==> src/rtl/fbp_pkg.sv <==
package fbp_pkg;

  typedef enum logic [3:0] {
    ST_IDLE,
    ST_ERS_SETUP,
    ST_ERS_GO,
    ST_PRG_FETCH,
    ST_PRG_SETUP,
    ST_PRG_WAIT,
    ST_PRG_DATA,
    ST_POLL_CMD,
    ST_POLL_RD,
    ST_POLL_CHK,
    ST_CLR,
    ST_RST,
    ST_VFY_FETCH,
    ST_VFY_RD,
    ST_VFY_CMP,
    ST_FINISH
  } fbp_state_e;

  localparam logic [7:0] OP_ERASE_SETUP = 8'h20;
  localparam logic [7:0] OP_ERASE_GO    = 8'hD0;
  localparam logic [7:0] OP_PROG_SETUP  = 8'h40;
  localparam logic [7:0] OP_STATUS      = 8'h70;
  localparam logic [7:0] OP_CLR_STATUS  = 8'h50;
  localparam logic [7:0] OP_READ_ARRAY  = 8'hFF;
  localparam logic [7:0] ERASED_BYTE    = 8'hFF;

  localparam int STAT_READY_BIT = 7;
  localparam int STAT_ERR_LSB   = 3;
  localparam int STAT_ERR_W     = 3;

endpackage

==> src/rtl/fbp_rst_sync.sv <==
module fbp_rst_sync (
  input  logic clk,
  input  logic rst_n_in,
  output logic rst_n_out
);
  logic [1:0] sync_q;

  always_ff @(posedge clk or negedge rst_n_in) begin
    if (!rst_n_in) sync_q <= 2'b00;
    else           sync_q <= {sync_q[0], 1'b1};
  end

  assign rst_n_out = sync_q[1];
endmodule

==> src/rtl/fbp_countdown.sv <==
// Settle-delay down-counter: loads a value, then counts to zero.
module fbp_countdown #(
  parameter int W = 4
) (
  input  logic         clk,
  input  logic         rst_n,
  input  logic         load,
  input  logic [W-1:0] load_val,
  input  logic         dec,
  output logic         zero
);
  logic [W-1:0] cnt_q, cnt_d;

  always_comb begin
    cnt_d = cnt_q;
    if (load)                   cnt_d = load_val;
    else if (dec && cnt_q != '0) cnt_d = cnt_q - 1'b1;
  end

  always_ff @(posedge clk or negedge rst_n) begin
    if (!rst_n) cnt_q <= '0;
    else        cnt_q <= cnt_d;
  end

  assign zero = (cnt_q == '0);
endmodule

==> src/rtl/fbp_poll_ctr.sv <==
// Counts status attempts in one poll sequence; flags the final allowed one.
module fbp_poll_ctr #(
  parameter int LIMIT = 1_000_000
) (
  input  logic clk,
  input  logic rst_n,
  input  logic clear,
  input  logic bump,
  output logic last
);
  localparam int PW = $clog2(LIMIT + 1);

  logic [PW-1:0] cnt_q, cnt_d;

  always_comb begin
    cnt_d = cnt_q;
    if (clear)     cnt_d = '0;
    else if (bump) cnt_d = cnt_q + 1'b1;
  end

  always_ff @(posedge clk or negedge rst_n) begin
    if (!rst_n) cnt_q <= '0;
    else        cnt_q <= cnt_d;
  end

  assign last = (cnt_q >= PW'(LIMIT - 1));
endmodule

==> src/rtl/fbp_addr_ctr.sv <==
module fbp_addr_ctr #(
  parameter int W = 13
) (
  input  logic         clk,
  input  logic         rst_n,
  input  logic         clear,
  input  logic         inc,
  output logic [W-1:0] addr,
  output logic         at_last
);
  logic [W-1:0] addr_q, addr_d;

  always_comb begin
    addr_d = addr_q;
    if (clear)    addr_d = '0;
    else if (inc) addr_d = addr_q + 1'b1;
  end

  always_ff @(posedge clk or negedge rst_n) begin
    if (!rst_n) addr_q <= '0;
    else        addr_q <= addr_d;
  end

  assign addr    = addr_q;
  assign at_last = &addr_q;
endmodule

==> src/rtl/flash_bank_prog.sv <==
module flash_bank_prog #(
  parameter int ADDR_W     = 13,
  parameter int CLK_HZ     = 100_000_000,
  parameter int SETTLE_NS  = 1000,
  parameter int POLL_LIMIT = 1_000_000
) (
  input  logic              clk,
  input  logic              rst_n,
  input  logic              start_erase,
  input  logic              start_prog,
  output logic              byte_ready,
  input  logic              byte_valid,
  input  logic [7:0]        byte_data,
  output logic [ADDR_W-1:0] byte_addr,
  output logic [ADDR_W-1:0] fl_addr,
  output logic [7:0]        fl_wdata,
  output logic              fl_we,
  output logic              fl_re,
  input  logic [7:0]        fl_rdata,
  output logic              busy,
  output logic              done,
  output logic              timed_out,
  output logic              verify_bad,
  output logic [2:0]        err_bits,
  output logic              fail
);
  import fbp_pkg::*;

  localparam int SETTLE_RAW = (CLK_HZ / 1000) * SETTLE_NS / 1_000_000;
  localparam int SETTLE_CYC = (SETTLE_RAW < 1) ? 1 : SETTLE_RAW;
  localparam int TW         = $clog2(SETTLE_CYC + 1);

  logic rst_sn;

  fbp_rst_sync u_rst (
    .clk      (clk),
    .rst_n_in (rst_n),
    .rst_n_out(rst_sn)
  );

  fbp_state_e state_q, state_d;
  logic       mode_prog_q, mode_prog_d;
  logic [7:0] dat_q, exp_q;
  logic       to_q, bad_q;
  logic [STAT_ERR_W-1:0] err_q;

  // control strobes from the next-state logic
  logic take, dat_ld, exp_ld, to_set, bad_set, err_or;
  logic addr_clr, addr_inc, tmr_ld, tmr_dec, poll_clr, poll_bump;
  logic tmr_zero, poll_last, addr_last;
  logic [ADDR_W-1:0] addr;

  fbp_countdown #(.W(TW)) u_settle (
    .clk     (clk),
    .rst_n   (rst_sn),
    .load    (tmr_ld),
    .load_val(TW'(SETTLE_CYC - 1)),
    .dec     (tmr_dec),
    .zero    (tmr_zero)
  );

  fbp_poll_ctr #(.LIMIT(POLL_LIMIT)) u_poll (
    .clk  (clk),
    .rst_n(rst_sn),
    .clear(poll_clr),
    .bump (poll_bump),
    .last (poll_last)
  );

  fbp_addr_ctr #(.W(ADDR_W)) u_addr (
    .clk    (clk),
    .rst_n  (rst_sn),
    .clear  (addr_clr),
    .inc    (addr_inc),
    .addr   (addr),
    .at_last(addr_last)
  );

  // Next-state and bus control
  always_comb begin
    state_d     = state_q;
    mode_prog_d = mode_prog_q;
    fl_we       = 1'b0;
    fl_re       = 1'b0;
    fl_wdata    = 8'h00;
    fl_addr     = '0;
    byte_ready  = 1'b0;
    take        = 1'b0;
    dat_ld      = 1'b0;
    exp_ld      = 1'b0;
    to_set      = 1'b0;
    bad_set     = 1'b0;
    err_or      = 1'b0;
    addr_clr    = 1'b0;
    addr_inc    = 1'b0;
    tmr_ld      = 1'b0;
    tmr_dec     = 1'b0;
    poll_clr    = 1'b0;
    poll_bump   = 1'b0;

    unique case (state_q)
      ST_IDLE: begin
        // erase has priority when both starts arrive together
        if (start_erase) begin
          take = 1'b1; mode_prog_d = 1'b0; addr_clr = 1'b1;
          state_d = ST_ERS_SETUP;
        end else if (start_prog) begin
          take = 1'b1; mode_prog_d = 1'b1; addr_clr = 1'b1;
          state_d = ST_PRG_FETCH;
        end
      end
      ST_ERS_SETUP: begin
        fl_we = 1'b1; fl_wdata = OP_ERASE_SETUP;
        state_d = ST_ERS_GO;
      end
      ST_ERS_GO: begin
        fl_we = 1'b1; fl_wdata = OP_ERASE_GO;
        poll_clr = 1'b1;
        state_d = ST_POLL_CMD;
      end
      ST_PRG_FETCH: begin
        byte_ready = 1'b1;
        if (byte_valid) begin
          dat_ld = 1'b1;
          state_d = ST_PRG_SETUP;
        end
      end
      ST_PRG_SETUP: begin
        fl_we = 1'b1; fl_wdata = OP_PROG_SETUP; fl_addr = addr;
        tmr_ld = 1'b1;
        state_d = ST_PRG_WAIT;
      end
      ST_PRG_WAIT: begin
        if (tmr_zero) state_d = ST_PRG_DATA;
        else          tmr_dec = 1'b1;
      end
      ST_PRG_DATA: begin
        fl_we = 1'b1; fl_wdata = dat_q; fl_addr = addr;
        poll_clr = 1'b1;
        state_d = ST_POLL_CMD;
      end
      ST_POLL_CMD: begin
        fl_we = 1'b1; fl_wdata = OP_STATUS;
        state_d = ST_POLL_RD;
      end
      ST_POLL_RD: begin
        fl_re = 1'b1;
        state_d = ST_POLL_CHK;
      end
      ST_POLL_CHK: begin
        if (fl_rdata[STAT_READY_BIT]) begin
          err_or = 1'b1;
          if (mode_prog_q && !addr_last) begin
            addr_inc = 1'b1;
            state_d = ST_PRG_FETCH;
          end else begin
            state_d = ST_CLR;
          end
        end else if (poll_last) begin
          to_set = 1'b1;
          state_d = ST_CLR;
        end else begin
          poll_bump = 1'b1;
          state_d = ST_POLL_CMD;
        end
      end
      ST_CLR: begin
        fl_we = 1'b1; fl_wdata = OP_CLR_STATUS;
        state_d = ST_RST;
      end
      ST_RST: begin
        fl_we = 1'b1; fl_wdata = OP_READ_ARRAY;
        addr_clr = 1'b1;
        state_d = ST_VFY_FETCH;
      end
      ST_VFY_FETCH: begin
        if (mode_prog_q) begin
          byte_ready = 1'b1;
          if (byte_valid) begin
            exp_ld = 1'b1;
            state_d = ST_VFY_RD;
          end
        end else begin
          exp_ld = 1'b1;
          state_d = ST_VFY_RD;
        end
      end
      ST_VFY_RD: begin
        fl_re = 1'b1; fl_addr = addr;
        state_d = ST_VFY_CMP;
      end
      ST_VFY_CMP: begin
        if (fl_rdata != exp_q) bad_set = 1'b1;
        if (addr_last) begin
          state_d = ST_FINISH;
        end else begin
          addr_inc = 1'b1;
          state_d = ST_VFY_FETCH;
        end
      end
      ST_FINISH: begin
        state_d = ST_IDLE;
      end
      default: state_d = ST_IDLE;
    endcase
  end

  // Registers
  always_ff @(posedge clk or negedge rst_sn) begin
    if (!rst_sn) begin
      state_q     <= ST_IDLE;
      mode_prog_q <= 1'b0;
      dat_q       <= 8'h00;
      exp_q       <= 8'h00;
      to_q        <= 1'b0;
      bad_q       <= 1'b0;
      err_q       <= '0;
    end else begin
      state_q <= state_d;
      if (take) begin
        mode_prog_q <= mode_prog_d;
        to_q        <= 1'b0;
        bad_q       <= 1'b0;
        err_q       <= '0;
      end else begin
        if (to_set)  to_q  <= 1'b1;
        if (bad_set) bad_q <= 1'b1;
        if (err_or)  err_q <= err_q | fl_rdata[STAT_ERR_LSB +: STAT_ERR_W];
      end
      if (dat_ld) dat_q <= byte_data;
      if (exp_ld) exp_q <= mode_prog_q ? byte_data : ERASED_BYTE;
    end
  end

  assign byte_addr  = addr;
  assign busy       = (state_q != ST_IDLE);
  assign done       = (state_q == ST_FINISH);
  assign timed_out  = to_q;
  assign verify_bad = bad_q;
  assign err_bits   = err_q;
  assign fail       = to_q | bad_q | (|err_q);
endmodule

==> config.mk <==
export PLATFORM = sky130hd
export DESIGN_NAME = flash_bank_prog
export DESIGN_NICKNAME = d
export VERILOG_FILES = /design/src/rtl/fbp_pkg.sv /design/src/rtl/fbp_rst_sync.sv /design/src/rtl/fbp_countdown.sv /design/src/rtl/fbp_poll_ctr.sv /design/src/rtl/fbp_addr_ctr.sv /design/src/rtl/flash_bank_prog.sv
export SDC_FILE = /design/constraint.sdc
export NUM_CORES = 1
export LEC_CHECK = 0
export ABC_AREA = 1
export BUFFER_PORTS_ARGS = -buffer_cell sky130_fd_sc_hd__clkbuf_2
export CAP_MARGIN = 20
export CORE_ASPECT_RATIO = 1.25
export CORE_MARGIN = 2
export CORE_UTILIZATION = 50
export CTS_CLUSTER_DIAMETER = 120
export DETAILED_ROUTE_END_ITERATION = 10
export HOLD_SLACK_MARGIN = 0.06
export PLACE_DENSITY = 0.75
export SYNTH_ARGS = -nofsm -noshare
export SYNTH_HDL_FRONTEND = slang
export SYNTH_SLANG_ARGS = --single-unit
==> constraint.sdc <==
create_clock -name clk -period 2.1 [get_ports clk]
set_input_delay 0.42 -clock clk [delete_from_list [all_inputs] [get_ports clk]]
set_output_delay 0.42 -clock clk [all_outputs]
set_load 0.02 [all_outputs]
==> results of run 1 <==
## worst paths after layout
path | startpoint | end | slack, ns | cells after the start
worst max-delay path | state_q[0] | fl_addr[9] | -0.11 | 8
worst min-delay path | u_rst.sync_q[1] | err_bits[1] | 0.25 | 0
worst max register to register | u_addr.addr[0] | u_addr.addr[9] | 0.20 | 10
worst min register to register | u_rst.sync_q[1] | err_bits[1] | 0.25 | 0
max in group asynchronous | u_rst.sync_q[1] | state_q[2] | 1.21 | 1
min in group clk | byte_data[0] | exp_q[0] | 0.32 | 3
## power by group
part / internal (mW) / switching (mW) / total (mW)
Combinational: 0.998 / 1.81 / 2.81
Sequential: 1.63 / 0.294 / 1.93
Clock: 0.767 / 0.500 / 1.27
Total: 3.40 / 2.60 / 6.00
## flip-flops by register name, summed over array words and instances, names as in the netlist
signal,flops
dat_q,8
err_bits,3
exp_q,8
mode_prog_q,1
state_q,4
timed_out,1
u_addr.addr,13
u_poll.cnt_q,20
u_rst.sync_q,2
u_settle.cnt_q,7
verify_bad,1
## cells in the mapped netlist (5+ instances only)
cell	instances	area, sq um
o21ai_0	23	115.1
nor3_1	9	45.04
nand2_1	147	551.8
nand4_1	11	68.82
xor2_1	10	87.58
nand3_1	53	265.3
buf_2	6	30.03
o21ai_2	8	70.07
nand2_4	7	78.83
xnor2_1	7	61.31
dfrtp_1	68	1702
inv_2	7	26.28
a21oi_1	18	90.09
a22oi_1	8	60.06
nor2_1	92	345.3
o21ai_1	5	25.02
or2_2	5	31.28
inv_1	70	262.8
## per-layer routing
metal | GRT usage [%] | vias up
met2 | 42.14 | 129
met1 | 29.75 | 1970
met5 | 0 | -
met4 | 14.40 | 0
li1 | - | 2042
met3 | 4.581 | 29
## worst max-delay path, delay by kind of cell (launching register included)
| kind | cells | cell delay [ns] |
|---|---|---|
| AOI/OAI and AO/OA | 1 | 0.06 |
| DFF | 1 | 0.50 |
| and+or+nand+nor | 3 | 0.37 |
| buffers and inverters | 4 | 0.51 |
## final cells by class
| cell class | count | area (sq um) |
|---|---|---|
| Fill cell | 706 | 2913 |
| Multi-Input combinational cell | 428 | 2290 |
| Sequential cell | 68 | 1708 |
| Timing Repair Buffer | 87 | 634.4 |
| Inverter | 77 | 291.5 |
| Clock buffer | 13 | 168.9 |
| Tap cell | 97 | 121.4 |
| Clock inverter | 3 | 67.56 |
## metrics by stage
stage	cells	util (%)
finish	773	64.45
global route	773	64.45
CTS	771	61.95
detailed placement	745	56.89
global placement	745	56.89
floorplan	583	-
## cells by family (layout without fill, tap and decap cells)
group                      Yosys count  after routing  synth area share (%)
other                                1              1               0.08931
and+or+nand+nor                    334            334                 35.22
xor gates and xnor gates            17             17                 3.546
DFF                                 68             68                 40.52
buffers and inverters               87            180                 8.612
adders and majority gates            4              4                 1.192
AOI/OAI and AO/OA                   72             72                 10.82
## repair_timing
| item | 4_1_cts | 5_1_grt |
|---|---|---|
| hold buffers | 1 | 0 |
| endpoints found under the setup margin | 22 | 26 |
| pin swaps | 7 | 7 |
| hold endpoints to repair | 2 | 0 |
| gates cloned | 1 | 0 |
| setup buffers | 9 | 2 |
| resized for setup | 32 | 73 |
## layout by cell type (no fill, tap or decap), types with 2 or more instances in the layout
cell and instances:
a21oi_1 16, a21oi_2 4, a22oi_1 8, buf_12 2, buf_2 2, buf_4 20, buf_6 10, buf_8 4
bufinv_16 2, clkbuf_2 46, clkbuf_8 13, dfrtp_1 63, dfrtp_2 5, ha_1 3, inv_1 66, inv_2 10
nand2_1 143, nand2_2 3, nand2_4 8, nand3_1 53, nand4_1 11, nor2_1 74, nor2_2 10, nor2_4 12
nor3_1 9, nor4_1 2, o211ai_1 2, o21ai_0 22, o21ai_1 6, o21ai_2 8, o22ai_1 2, or2_2 5
xnor2_1 7, xor2_1 10
==> impl_metrics.toml, run 1 <==
[status]
status = "finished with violations"
violations = "setup timing"

[cells_and_area]
drive_gt1_share_pct = 25.74
nets = 696
syn_to_final_growth_pct = 25.77
diodes = 0
final_area_sq_mm = 0.005281

[power]
p_total_mw = 6.000
max-vdd-ir-drop_uv = 847.4
p_leak_nw = 2.626
cellPowerDensity_mw_per_mm2 = 1136

[floorplanning]
dieHeight_um = 106.5
ios = 66
start_util_pct = 51.24
die_x_um = 85.97
coreArea_sq_mm = 0.008194
floorplan.rows = 37
fp.dieArea_sq_mm = 0.009152

[synth]
synth_nets = 608
synth_enable_flop_cells = 0
ys_warn_count = 0
synthesis.area_sq_mm = 0.004199
yosysSeqAreaShare_pct = 40.52
synthDistinctLibCells = 37
synth_top_flop_cell = "dfrtp_1"
syn_inst = 583
async_flop_share_pct = 100.0
ys_seq_elements = 68
avgSynthCellArea_sq_um = 7.202

[global_routing]
grt_pass1_wl_um = 18480
grt_max_degree = 45
antenna_found_initial = 0
grt_overflow = 0
gr-usage-all-layers_pct = 25.10
first_global_vias = 4204

[clocking]
cts_max_level = 3
numCtsBuffers = 9
clockBufferDepth = 2
cts_tree = "yes"
clkTransAtPathRegs_ns = 0.07
root_buffer = "clkbuf_8"
clkLatencyLatePin_ns = 0.34
cts.sinks = 68

[place]
gp_congestion = 0.9169
pre_cts_ws_ns = 0.1049
dp_hpwl_um = 7739
placed_area_sq_mm = 0.004662
numPortBuffers = 65

[setup_path]
critPathRequiredTime_ns = 1.68
startpoint_type = "register"
path_class = "register to output pin"
slowest_stage = "dfrtp_2"
path_max_fanout = 7
cp.arrival_ns = 1.79
slowest_delay_ns = 0.50
cp_cell_sequence = "nor2_4 -> inv_2 -> nor2_4 -> a211oi_2 -> buf_4 -> buf_12 -> nor2_2 -> buf_6"
cp_common_cell = "nor2_4"
cp-end-kind = "output pin"

[run]
maxCapViolCount = 0

[route]
vias = 4170
postRouteWirelength_um = 11260
first_iter_violations = 222
route.detailed.drc = 0
wl_met2_um = 5776
dr.pass1.iters = 5
wl_per_cell_um = 14.57
drtAntennaViolNets = 0
routed_via_density = 5.395
wirelength_met1_um = 4639
met3_wirelength_um = 499
topRoutingLayerUsed = "met4"

[sta]
hold_viol_final = 0
max_freq_mhz = 452.9
rsz0062_at_grt = "true"
tightest_slew_ns = 0.5445
fin_tns_setup_ns = -1.254
relSlewSlack_pct = 63.70
postLayoutSetupSlackWorst_ns = -0.1078
report.final.slew_viol_count = 0
period_needed_ns = 2.208
hold_ws_ns = 0.2543
finalCritPeriodShare_pct = 105.1
skew_ns = 0.006104
finalSetupViolCount = 16

[min_path]
hold_class = "register to async pin"
Power figures use the tool's default switching activity.
==> run 2: changes to the inputs <==
--- a/config.mk
+++ b/config.mk
@@ -15,6 +15,7 @@
 export DETAILED_ROUTE_END_ITERATION = 10
 export HOLD_SLACK_MARGIN = 0.06
 export PLACE_DENSITY = 0.75
+export SETUP_SLACK_MARGIN = 0.2
 export SYNTH_ARGS = -nofsm -noshare
 export SYNTH_HDL_FRONTEND = slang
 export SYNTH_SLANG_ARGS = --single-unit
==> impl_metrics.toml, run 2 (synthesis gave the netlist of run 1 again) <==
[clocking]
clockBufferDepth = 2
clkTransAtPathRegs_ns = 0.07
cts_tree = "yes"
clkLatencyLatePin_ns = 0.36
numCtsBuffers = 9
cts_max_level = 3
root_buffer = "clkbuf_8"
cts.sinks = 68

[global_routing]
grt_pass1_wl_um = 19290
first_global_vias = 4197
antenna_found_initial = 0
grt_max_degree = 32
gr-usage-all-layers_pct = 26.63
grt_overflow = 0

[cells_and_area]
diodes = 0
regArea_sq_mm = 0.001709
largest_reg_flops = 20
layout_commonest_cell = "nand2_1"
final_area_sq_mm = 0.005490
regMostFlops = "u_poll.cnt_q"
syn_to_final_growth_pct = 30.75
nets = 708
drive_gt1_share_pct = 28.78
multi_input_area_sq_mm = 0.002323
fillers = 655
finish.utilization_pct = 67.00
mostFrequentLayoutCells = "nand2_1, nor2_1, inv_1"

[setup_path]
r2r_cells = 13
critPathLaunch = "state_q[1]"
cp-end-kind = "output pin"
slowest_stage = "dfrtp_2"
timing.rr.start = "state_q[1]"
startpoint_type = "register"
cp-endpoint = "fl_addr[11]"
path_delay_family = "buffers and inverters"
rrSetupSlack_ns = 0.08
worst-path-buf-inv = 4
slowest_delay_ns = 0.43
cp.arrival_ns = 1.83
cp_cell_sequence = "buf_6 -> nor2_4 -> inv_2 -> nor2_4 -> a211oi_4 -> buf_6 -> nor2_2 -> buf_6"
reg2reg_to = "u_addr.addr[6]"
path_class = "register to output pin"
worstSetupPathDepth = 8
critPathRequiredTime_ns = 1.68
path_max_fanout = 7
cp_common_cell = "buf_6"

[route]
drtAntennaViolNets = 0
routed_via_density = 5.423
wl_per_cell_um = 14.99
dr.pass1.iters = 5
postRouteWirelength_um = 11770
route.detailed.drc = 0
vias = 4257
first_iter_violations = 200

[floorplanning]
die_x_um = 85.97
ios = 66
dieHeight_um = 106.5
floorplan.rows = 37
coreArea_sq_mm = 0.008194
start_util_pct = 51.24
fp.dieArea_sq_mm = 0.009152

[place]
placed_area_sq_mm = 0.004677
numPortBuffers = 65
pre_cts_ws_ns = 0.2010
gp_congestion = 0.9652
dp_hpwl_um = 7664

[sta]
hold_viol_final = 0
max_freq_mhz = 445.3
hold_ws_ns = 0.2909
skew_ns = 0.008738
rsz0062_at_grt = "true"
finalSetupViolCount = 22
relSlewSlack_pct = 58.50
period_needed_ns = 2.246
finalCritPeriodShare_pct = 106.9
tightest_slew_ns = 0.6225
report.final.slew_viol_count = 0
postLayoutSetupSlackWorst_ns = -0.1459

[power]
p_leak_nw = 2.771
cellPowerDensity_mw_per_mm2 = 1158
max-vdd-ir-drop_uv = 901.7

[min_path]
hold_class = "register to async pin"

[run]
maxCapViolCount = 0

[status]
status = "finished with violations"
violations = "setup timing"
==> run 2: changes by cell type in the layout (fill, tap and decap cells not counted), moves of 2 or more <==
cell      delta
buf_2        -2
o21ai_0      -2
nor2_2       +3
clkbuf_2     -2
buf_6       +11
nand2_1     -11
buf_8        +2
nor2_1       +3
clkbuf_8     +3
nand2_4      +9
nor2_4       -6
nand2_2      +3
==> run 2: per-stage QoR <==
stage | power (mW) | setup TNS, ns | cells
after floorplan | 3.563 | 0 | 583
after global placement | 4.089 | 0 | 747
after detailed placement | 4.171 | 0 | 747
after CTS | 5.985 | -1.234 | 779
after global routing | 6.729 | -3.502 | 785
final | 6.358 | -2.241 | 785
==> run 2: worst register-to-register path, stage by stage, from the launching register on <==
cell     delay [ns]
dfrtp_2        0.45
buf_6          0.13
nor2_4         0.09
inv_2          0.07
buf_4          0.14
buf_6          0.12
nor2_4         0.12
o21ai_1        0.11
nand2_1        0.12
inv_2          0.13
nand2_4        0.24
nand3_1        0.11
nand2_1        0.07
nor2_1         0.04
==> run 2: area by class of cell <==
cell class                 count  share of cell area (%)
sequential                    68                   31.13
clock inverter                 4                   1.322
clock buffer                  12                   2.644
multi-input combinational    428                   42.32
timing repair buffer          99                   14.97
inverter                      77                   5.401
tap                           97                   2.211
==> run 2: how the worst min path moves through the flow <==
stage | endpoint | cells past startpoint | slack, ns | startpoint
3_3_place_gp | u_rst.sync_q[0] | 1 | 0.21 | rst_n
6_report | u_addr.addr[12] | 0 | 0.29 | u_rst.sync_q[1]
4_1_cts | exp_q[7] | 3 | 0.30 | byte_data[7]
3_5_place_dp | u_rst.sync_q[0] | 1 | 0.21 | rst_n
5_1_grt | exp_q[0] | 3 | 0.32 | byte_data[0]
2_1_floorplan | u_rst.sync_q[0] | 0 | 0.12 | rst_n
==> run 2: timing repair <==
item / 4_1_cts / 5_1_grt
pin swaps: 9 / 5
hold buffers: 1 / 0
resized for setup: 63 / 77
gates cloned: 1 / 0
endpoints found under the setup margin: 25 / 60
buffers inserted: 14 / 6
hold endpoints to repair: 2 / 0
==> run 2: metal layers <==
metal  track usage, %  vias up  part of all wire [%]
li1                 -     2059                     -
met1            31.43     1999                    40
met2            45.74      157                    51
met3            5.124       42                   5.4
met4            13.04        0                   4.0
met5                0        -                     0
==> run 2: power breakdown <==
group / leakage (nW) / internal, mW / switching [mW]
clock: 0.107 / 0.700 / 0.520
sequential: 0.866 / 1.63 / 0.312
combinational: 1.80 / 1.26 / 1.93
total: 2.77 / 3.60 / 2.76
